==> src/rtl/burst_addr_seq.sv <==
module burst_addr_seq #(
  parameter int ADDR_W = 17
) (
  input  logic              clk,
  input  logic              rst_n,
  input  logic [ADDR_W-1:0] addr_in,
  input  logic              proc_start_n,
  input  logic              ctrl_start_n,
  input  logic              adv_n,
  input  logic              chip_en,
  input  logic              order_sel,
  output logic [ADDR_W-1:0] addr_out
);
  localparam int BEAT_W = 2;

  logic [ADDR_W-1:0] base_q;
  logic [BEAT_W-1:0] beat_q;
  logic [BEAT_W-1:0] low_bits;

  wire proc_seen = !proc_start_n;
  wire load_now  = proc_seen ? chip_en : !ctrl_start_n;
  wire step_now  = !proc_seen && ctrl_start_n && !adv_n;

  always_ff @(posedge clk) begin
    if (!rst_n) begin
      base_q <= '0;
      beat_q <= '0;
    end else if (load_now) begin
      base_q <= addr_in;
      beat_q <= '0;
    end else if (step_now) begin
      beat_q <= beat_q + 1'b1;
    end
  end

  assign low_bits = order_sel ? (base_q[BEAT_W-1:0] ^ beat_q)
                              : (base_q[BEAT_W-1:0] + beat_q);
  assign addr_out = {base_q[ADDR_W-1:BEAT_W], low_bits};
endmodule


==> config.mk <==
export PLATFORM = sky130hd
export DESIGN_NAME = burst_addr_seq
export DESIGN_NICKNAME = d
export VERILOG_FILES = /design/src/rtl/burst_addr_seq.sv
export SDC_FILE = /design/constraint.sdc
export NUM_CORES = 1
export LEC_CHECK = 0
export ABC_AREA = 1
export CAP_MARGIN = 20
export CORE_ASPECT_RATIO = 2
export CORE_MARGIN = 8
export CORE_UTILIZATION = 30
export DETAILED_ROUTE_END_ITERATION = 16
export PLACE_DENSITY_LB_ADDON = 0.15
export SLEW_MARGIN = 10
export SYNTH_ARGS = -nofsm -noshare
export SYNTH_HDL_FRONTEND = slang
export SYNTH_SLANG_ARGS = --single-unit
export TNS_END_PERCENT = 50
==> constraint.sdc <==
create_clock -name clk -period 1.3 [get_ports clk]
set_clock_uncertainty 0.1 [all_clocks]
set_input_delay 0.26 -clock clk [delete_from_list [all_inputs] [get_ports clk]]
set_output_delay 0.26 -clock clk [all_outputs]
set_load 0.01 [all_outputs]
==> results of run 1 <==
==> power breakdown <==
part / internal [mW] / switching [mW] / total [mW]
registers: 0.628 / 0.0226 / 0.651
logic: 0.181 / 0.147 / 0.328
clock network: 0.213 / 0.198 / 0.411
==> cell usage in the layout (no fill, tap or decap), types with 2 or more instances in the layout <==
master           instances
a21oi_1                  2
buf_12                   2
nand2_1                 28
dfxtp_1                 17
nand2_4                  3
nor2_1                  35
dlygate4sd2_1           15
nand3b_1                17
inv_2                    2
clkbuf_8                 3
dfxtp_2                  2
clkdlybuf4s50_1         22
inv_1                    6
buf_4                    6
==> critical path, cell delays in order (launching register included) <==
cell and delay [ps]:
dfxtp_2 360, ha_4 130, inv_2 40, nor2_4 70
inv_1 40, nand2_1 50, nand2_1 40, inv_1 40
buf_2 120
==> cell type report <==
type	instances	area, µm²	share of cell area, %
flip-flops and latches	19	383	26.6
well taps	31	38.8	2.70
clock inverters	1	5.00	0.348
multi-input cells	90	467	32.4
inverters	9	38.8	2.70
clock buffers	3	41.3	2.87
repair buffers	48	465	32.3
==> worst max path at each step <==
stage,start,end,slack (ps),cells after the start
floorplan,beat_q[0]$_SDFFE_PP0P_,addr_out[1],110,7
finish,base_q[0]$_SDFFE_PN0P_,addr_out[1],-210,8
global route,base_q[0]$_SDFFE_PN0P_,addr_out[1],-330,8
detailed placement,order_sel,addr_out[1],-590,7
CTS,beat_q[0]$_SDFFE_PP0P_,addr_out[1],-260,8
global placement,order_sel,addr_out[1],-560,7
==> per-layer routing <==
layer	vias to the layer above	track usage, %	part of all wire [%]	wire length, µm
li1	473	-	-	-
met1	397	9.73	41	998
met2	33	15.1	50	1220
met3	4	2.75	7.1	172
met4	0	4.73	1.5	37
met5	-	0	0	0
==> what timing repair did <==
| item | 4_1_cts | 5_1_grt |
|---|---|---|
| gates resized for setup | 30 | 4 |
| pin swaps | 3 | 3 |
| setup endpoints to repair | 17 | 16 |
| endpoints found under the hold margin | 0 | 0 |
| buffers inserted | 0 | 0 |
==> sequential cells by signal, indices dropped and copies added (netlist names) <==
name    flops
base_q     17
beat_q      2
==> per-stage QoR <==
step                      util [%]  instances  hold slack, ps
after floorplan                  -        138             334
after global placement        43.3        197             368
after detailed placement      43.3        197             374
after CTS                     44.6        201             386
after global routing          45.1        201             408
final                         45.1        201             380
==> logic make-up (layout without fill, tap and decap cells) <==
kind of cell	Yosys count	after routing	share of synthesized area, %
flops	19	19	38.0
buf+inv	29	61	17.9
fa+ha+maj	1	1	1.25
xor+xnor	2	2	1.75
compound gates	2	2	1.00
simple gates	85	85	40.1
==> results.toml, run 1 <==
[place]
pre_cts_ws_ps = -589
place_area_mm2 = 0.00138
gp_congestion = 0.686
place.detailed.hpwl_mm = 1.88
port-buffer-count = 40

[floorplanning]
die_w_um = 56.8
rows = 29
core_mm2 = 0.00319
die_y_um = 97.7
pin_count = 41
die_area_mm2 = 0.00555
start_util_pct = 31.3

[min_path]
hold_start = "base_q[9]$_SDFFE_PN0P_"
hold_path_end = "base_q[9]$_SDFFE_PN0P_"
min_path_type = "register to register"
min_delay_path_depth = 2

[critical_path]
rr_worst_depth = 6
end_kind = "primary output"
r2r_start = "beat_q[0]$_SDFFE_PP0P_"
timing.rr.end = "beat_q[1]$_SDFFE_PP0P_"
cp-start-kind = "register"
critPathArrivalTime_ps = 1150
crit_type = "register to primary output"
rrSetupSlack_ps = 310
cp_max_fo = 2
required_ps = 940

[sta]
fin_ws_ps = -206
rsz0062_at_grt = "yes"
fin_setup_tns_ps = -206
final-hold-violation-count = 0
max_freq_ghz = 0.664
drv_slew = 0
period_needed_ps = 1510
relSlewSlack_pct = 86.7
setup_violations = 1
finalCritPeriodShare_pct = 116
worst_slew_pin_slew_ps = 199

[synth]
syn_inst = 138
ys_top_cells_by_area = "dfxtp_1, nor2_1, nand3b_1"
synth_edf_count = 0
synth_top_area_cell = "dfxtp_1"
ys.flop_type = "dfxtp_1"
ys_seq_area_share_pct = 38.0
yosysTopAreaCellShare_pct = 38.0
yosys_warnings = 0
yosys.cell_count.top_type = "nor2_1"
async_flop_share_pct = 0
synth_nets = 163
syn_area_mm2 = 0.00100
ys_ff_latch = 19
ys_top_cells_by_count = "nor2_1, nand2_1, dfxtp_1, nand3b_1, buf_4"
yosysUniqueCellTypes = 18
syn-mean-instance-area_um2 = 7.25

[drt]
via_count = 907
ant_nets = 0
viasPerCell = 4.51
initialDrtViolationCount = 13
drc_errors = 0
avgRoutedWirePerCell_um = 12.1
drtPass1Iterations = 4
wl_mm = 2.43

[clocking]
ctsHoldBuffers = 0
ctsHtreeMaxLevel = 1
insertion_delay_ps = 250
cts_buffer_depth = 2
clock_tree.root_cell = "clkbuf_8"
clock-sinks = 19
cts_tree = "yes"
numCtsBuffers = 3
clk_pin_slew_worst_paths_ps = 70

[outcome]
failed_checks = "negative setup slack"
status = "finished, violations left"

[grt]
grt-ovfl-total = 0
grt_pass1_wl_mm = 4.25
grt_pass1_vias = 1018
grt_antenna_before_repair = 0
grt_start_max_net_pins = 18
track_usage_pct = 9.04

[power_and_ir_drop]
p_total_mw = 1.39
leakage_nw = 0.709
powerDensity_mw_per_mm2 = 966
vdd_ir_drop_max_mv = 0.544

[finish]
fin_area_mm2 = 0.00144
layout-drive-gt1-share_pct = 14.1
diodes = 0
synthToLayoutAreaGrowth_pct = 43.8
num-fill-cells = 358
final_net_count = 196

[flow_run]
maxCapViolCount = 0
Note: power is estimated with default switching activity, not from simulation.
==> run 2, diff against run 1 <==
SETUP_SLACK_MARGIN = 0.4   (was not set)
==> run 2 against run 1 <==
- the run still ends with negative setup slack left
- critical path depth is the same
- wire length grew 5.3%
- sequential share of layout area is 2.3 points lower
- via count grew 3.2%
- largest cell class is now non-clock buffers
- highest routed layer unchanged
==> results.toml, run 2 (same netlist as run 1, synthesis figures left out) <==
[sta]
fin_ws_ps = -191
rsz0062_at_grt = "yes"
worst_slew_pin_slew_ps = 166
drv_slew = 0
setup_violations = 1
period_needed_ps = 1490
max_freq_ghz = 0.670
relSlewSlack_pct = 88.9
finalCritPeriodShare_pct = 115
final-hold-violation-count = 0

[place]
gp_congestion = 0.739
port-buffer-count = 40
place.detailed.hpwl_mm = 1.94
pre_cts_ws_ps = -604
placed_cells = 202

[finish]
diodes = 0
largest_reg_flops = 17
top_register = "base_q"
top_regs = "base_q: 17 flops, beat_q: 2 flops"
layout_common_cells = "nor2_1, nand2_1, buf_6, dfxtp_2, nand3b_1"
synthToLayoutAreaGrowth_pct = 65.4
final_net_count = 202
fin_cells = 207
layout-drive-gt1-share_pct = 40.3
mostFrequentLayoutCell = "nor2_1"

[drt]
avgRoutedWirePerCell_um = 12.4
ant_nets = 0
wl_mm = 2.56
drc_errors = 0
viasPerCell = 4.52
drtPass1Iterations = 2
initialDrtViolationCount = 9
via_count = 936

[outcome]
status = "finished, violations left"
failed_checks = "negative setup slack"

[floorplanning]
start_util_pct = 31.3
die_area_mm2 = 0.00555
pin_count = 41
rows = 29
die_w_um = 56.8
die_y_um = 97.7
core_mm2 = 0.00319

[grt]
grt-ovfl-total = 0
grt_antenna_before_repair = 0
grt_pass1_wl_mm = 4.39
track_usage_pct = 9.45
grt_pass1_vias = 1022
grt_start_max_net_pins = 18

[min_path]
hold_path_end = "base_q[3]$_SDFFE_PN0P_"
hold_start = "addr_in[3]"
min_path_type = "input pin to register"
min_delay_path_depth = 4

[critical_path]
r2r_start = "beat_q[0]$_SDFFE_PP0P_"
crit_type = "register to primary output"
rrSetupSlack_ps = 330
cp-start-kind = "register"
critPathArrivalTime_ps = 1130
required_ps = 940
end_kind = "primary output"
timing.rr.end = "beat_q[1]$_SDFFE_PP0P_"
rr_worst_depth = 6
cp-startpoint = "beat_q[0]$_SDFFE_PP0P_"
cp_max_fo = 2

[clocking]
clk_pin_slew_worst_paths_ps = 70
ctsHoldBuffers = 0
insertion_delay_ps = 250
cts_tree = "yes"
cts_buffer_depth = 2
clock-sinks = 19
ctsHtreeMaxLevel = 1
clock_tree.root_cell = "clkbuf_8"
post_cts_buffers = 0
numCtsBuffers = 3

[power_and_ir_drop]
leakage_nw = 0.785
powerDensity_mw_per_mm2 = 900
p_total_mw = 1.49
vdd_ir_drop_max_mv = 0.512

[flow_run]
maxCapViolCount = 0
==> run 2: critical path, stage by stage (launching register included) <==
cell	delay (ps)
dfxtp_2	340
ha_4	150
inv_2	60
nor2_4	30
inv_1	40
nand2_1	40
nand2_1	70
inv_2	30
buf_6	110
==> run 2: routing by layer <==
layer | share of wire [%] | wire (µm) | track usage, % | vias up
met3 | 7.1 | 181 | 3.01 | 4
met2 | 52 | 1340 | 16.7 | 29
met4 | 1.4 | 36 | 4.36 | 0
met1 | 39 | 1000 | 9.52 | 421
met5 | 0 | 0 | 0 | -
li1 | - | - | - | 482
==> run 2: final cells by class <==
type                    instances  area (µm²)
fillers                       337        1540
repair buffers                 54         596
multi-input cells              90         508
flip-flops and latches         19         403
inverters                       9        65.1
clock buffers                   4        45.0
well taps                      31        38.8
==> run 2: worst max path at each step <==
stage,endpoint,slack [ps],depth (start not counted)
after floorplan,addr_out[1],150,7
after global placement,addr_out[1],-570,7
after detailed placement,addr_out[1],-600,7
after CTS,addr_out[1],-240,8
after global routing,addr_out[1],-270,8
final,addr_out[1],-190,8
==> run 2: per-stage QoR <==
stage	TNS (ps)	hold slack, ps	utilization, %	instance area [µm²]
floorplan	0	327	-	1040
finish	-191	248	51.8	1660
global placement	-5280	361	46.1	1470
global route	-294	272	51.8	1660
detailed placement	-5550	376	46.1	1470
CTS	-317	310	50.0	1600
==> run 2: what timing repair did <==
item,CTS,global route
pin swaps,4,17
endpoints found under the setup margin,36,30
cloned,1,0
resized for setup,127,19
==> run 2: power by group <==
group / total (mW) / switching (mW) / leakage [nW] / internal [mW]
combinational: 0.412 / 0.169 / 0.600 / 0.243
clock: 0.408 / 0.190 / 0.0228 / 0.218
sequential: 0.670 / 0.0336 / 0.163 / 0.636
==> run 3, diff against run 2 <==
SLEW_MARGIN = not set   (was 10)
==> results of run 3 <==
No change in the layout: final DEF, timing and power equal those of run 2.
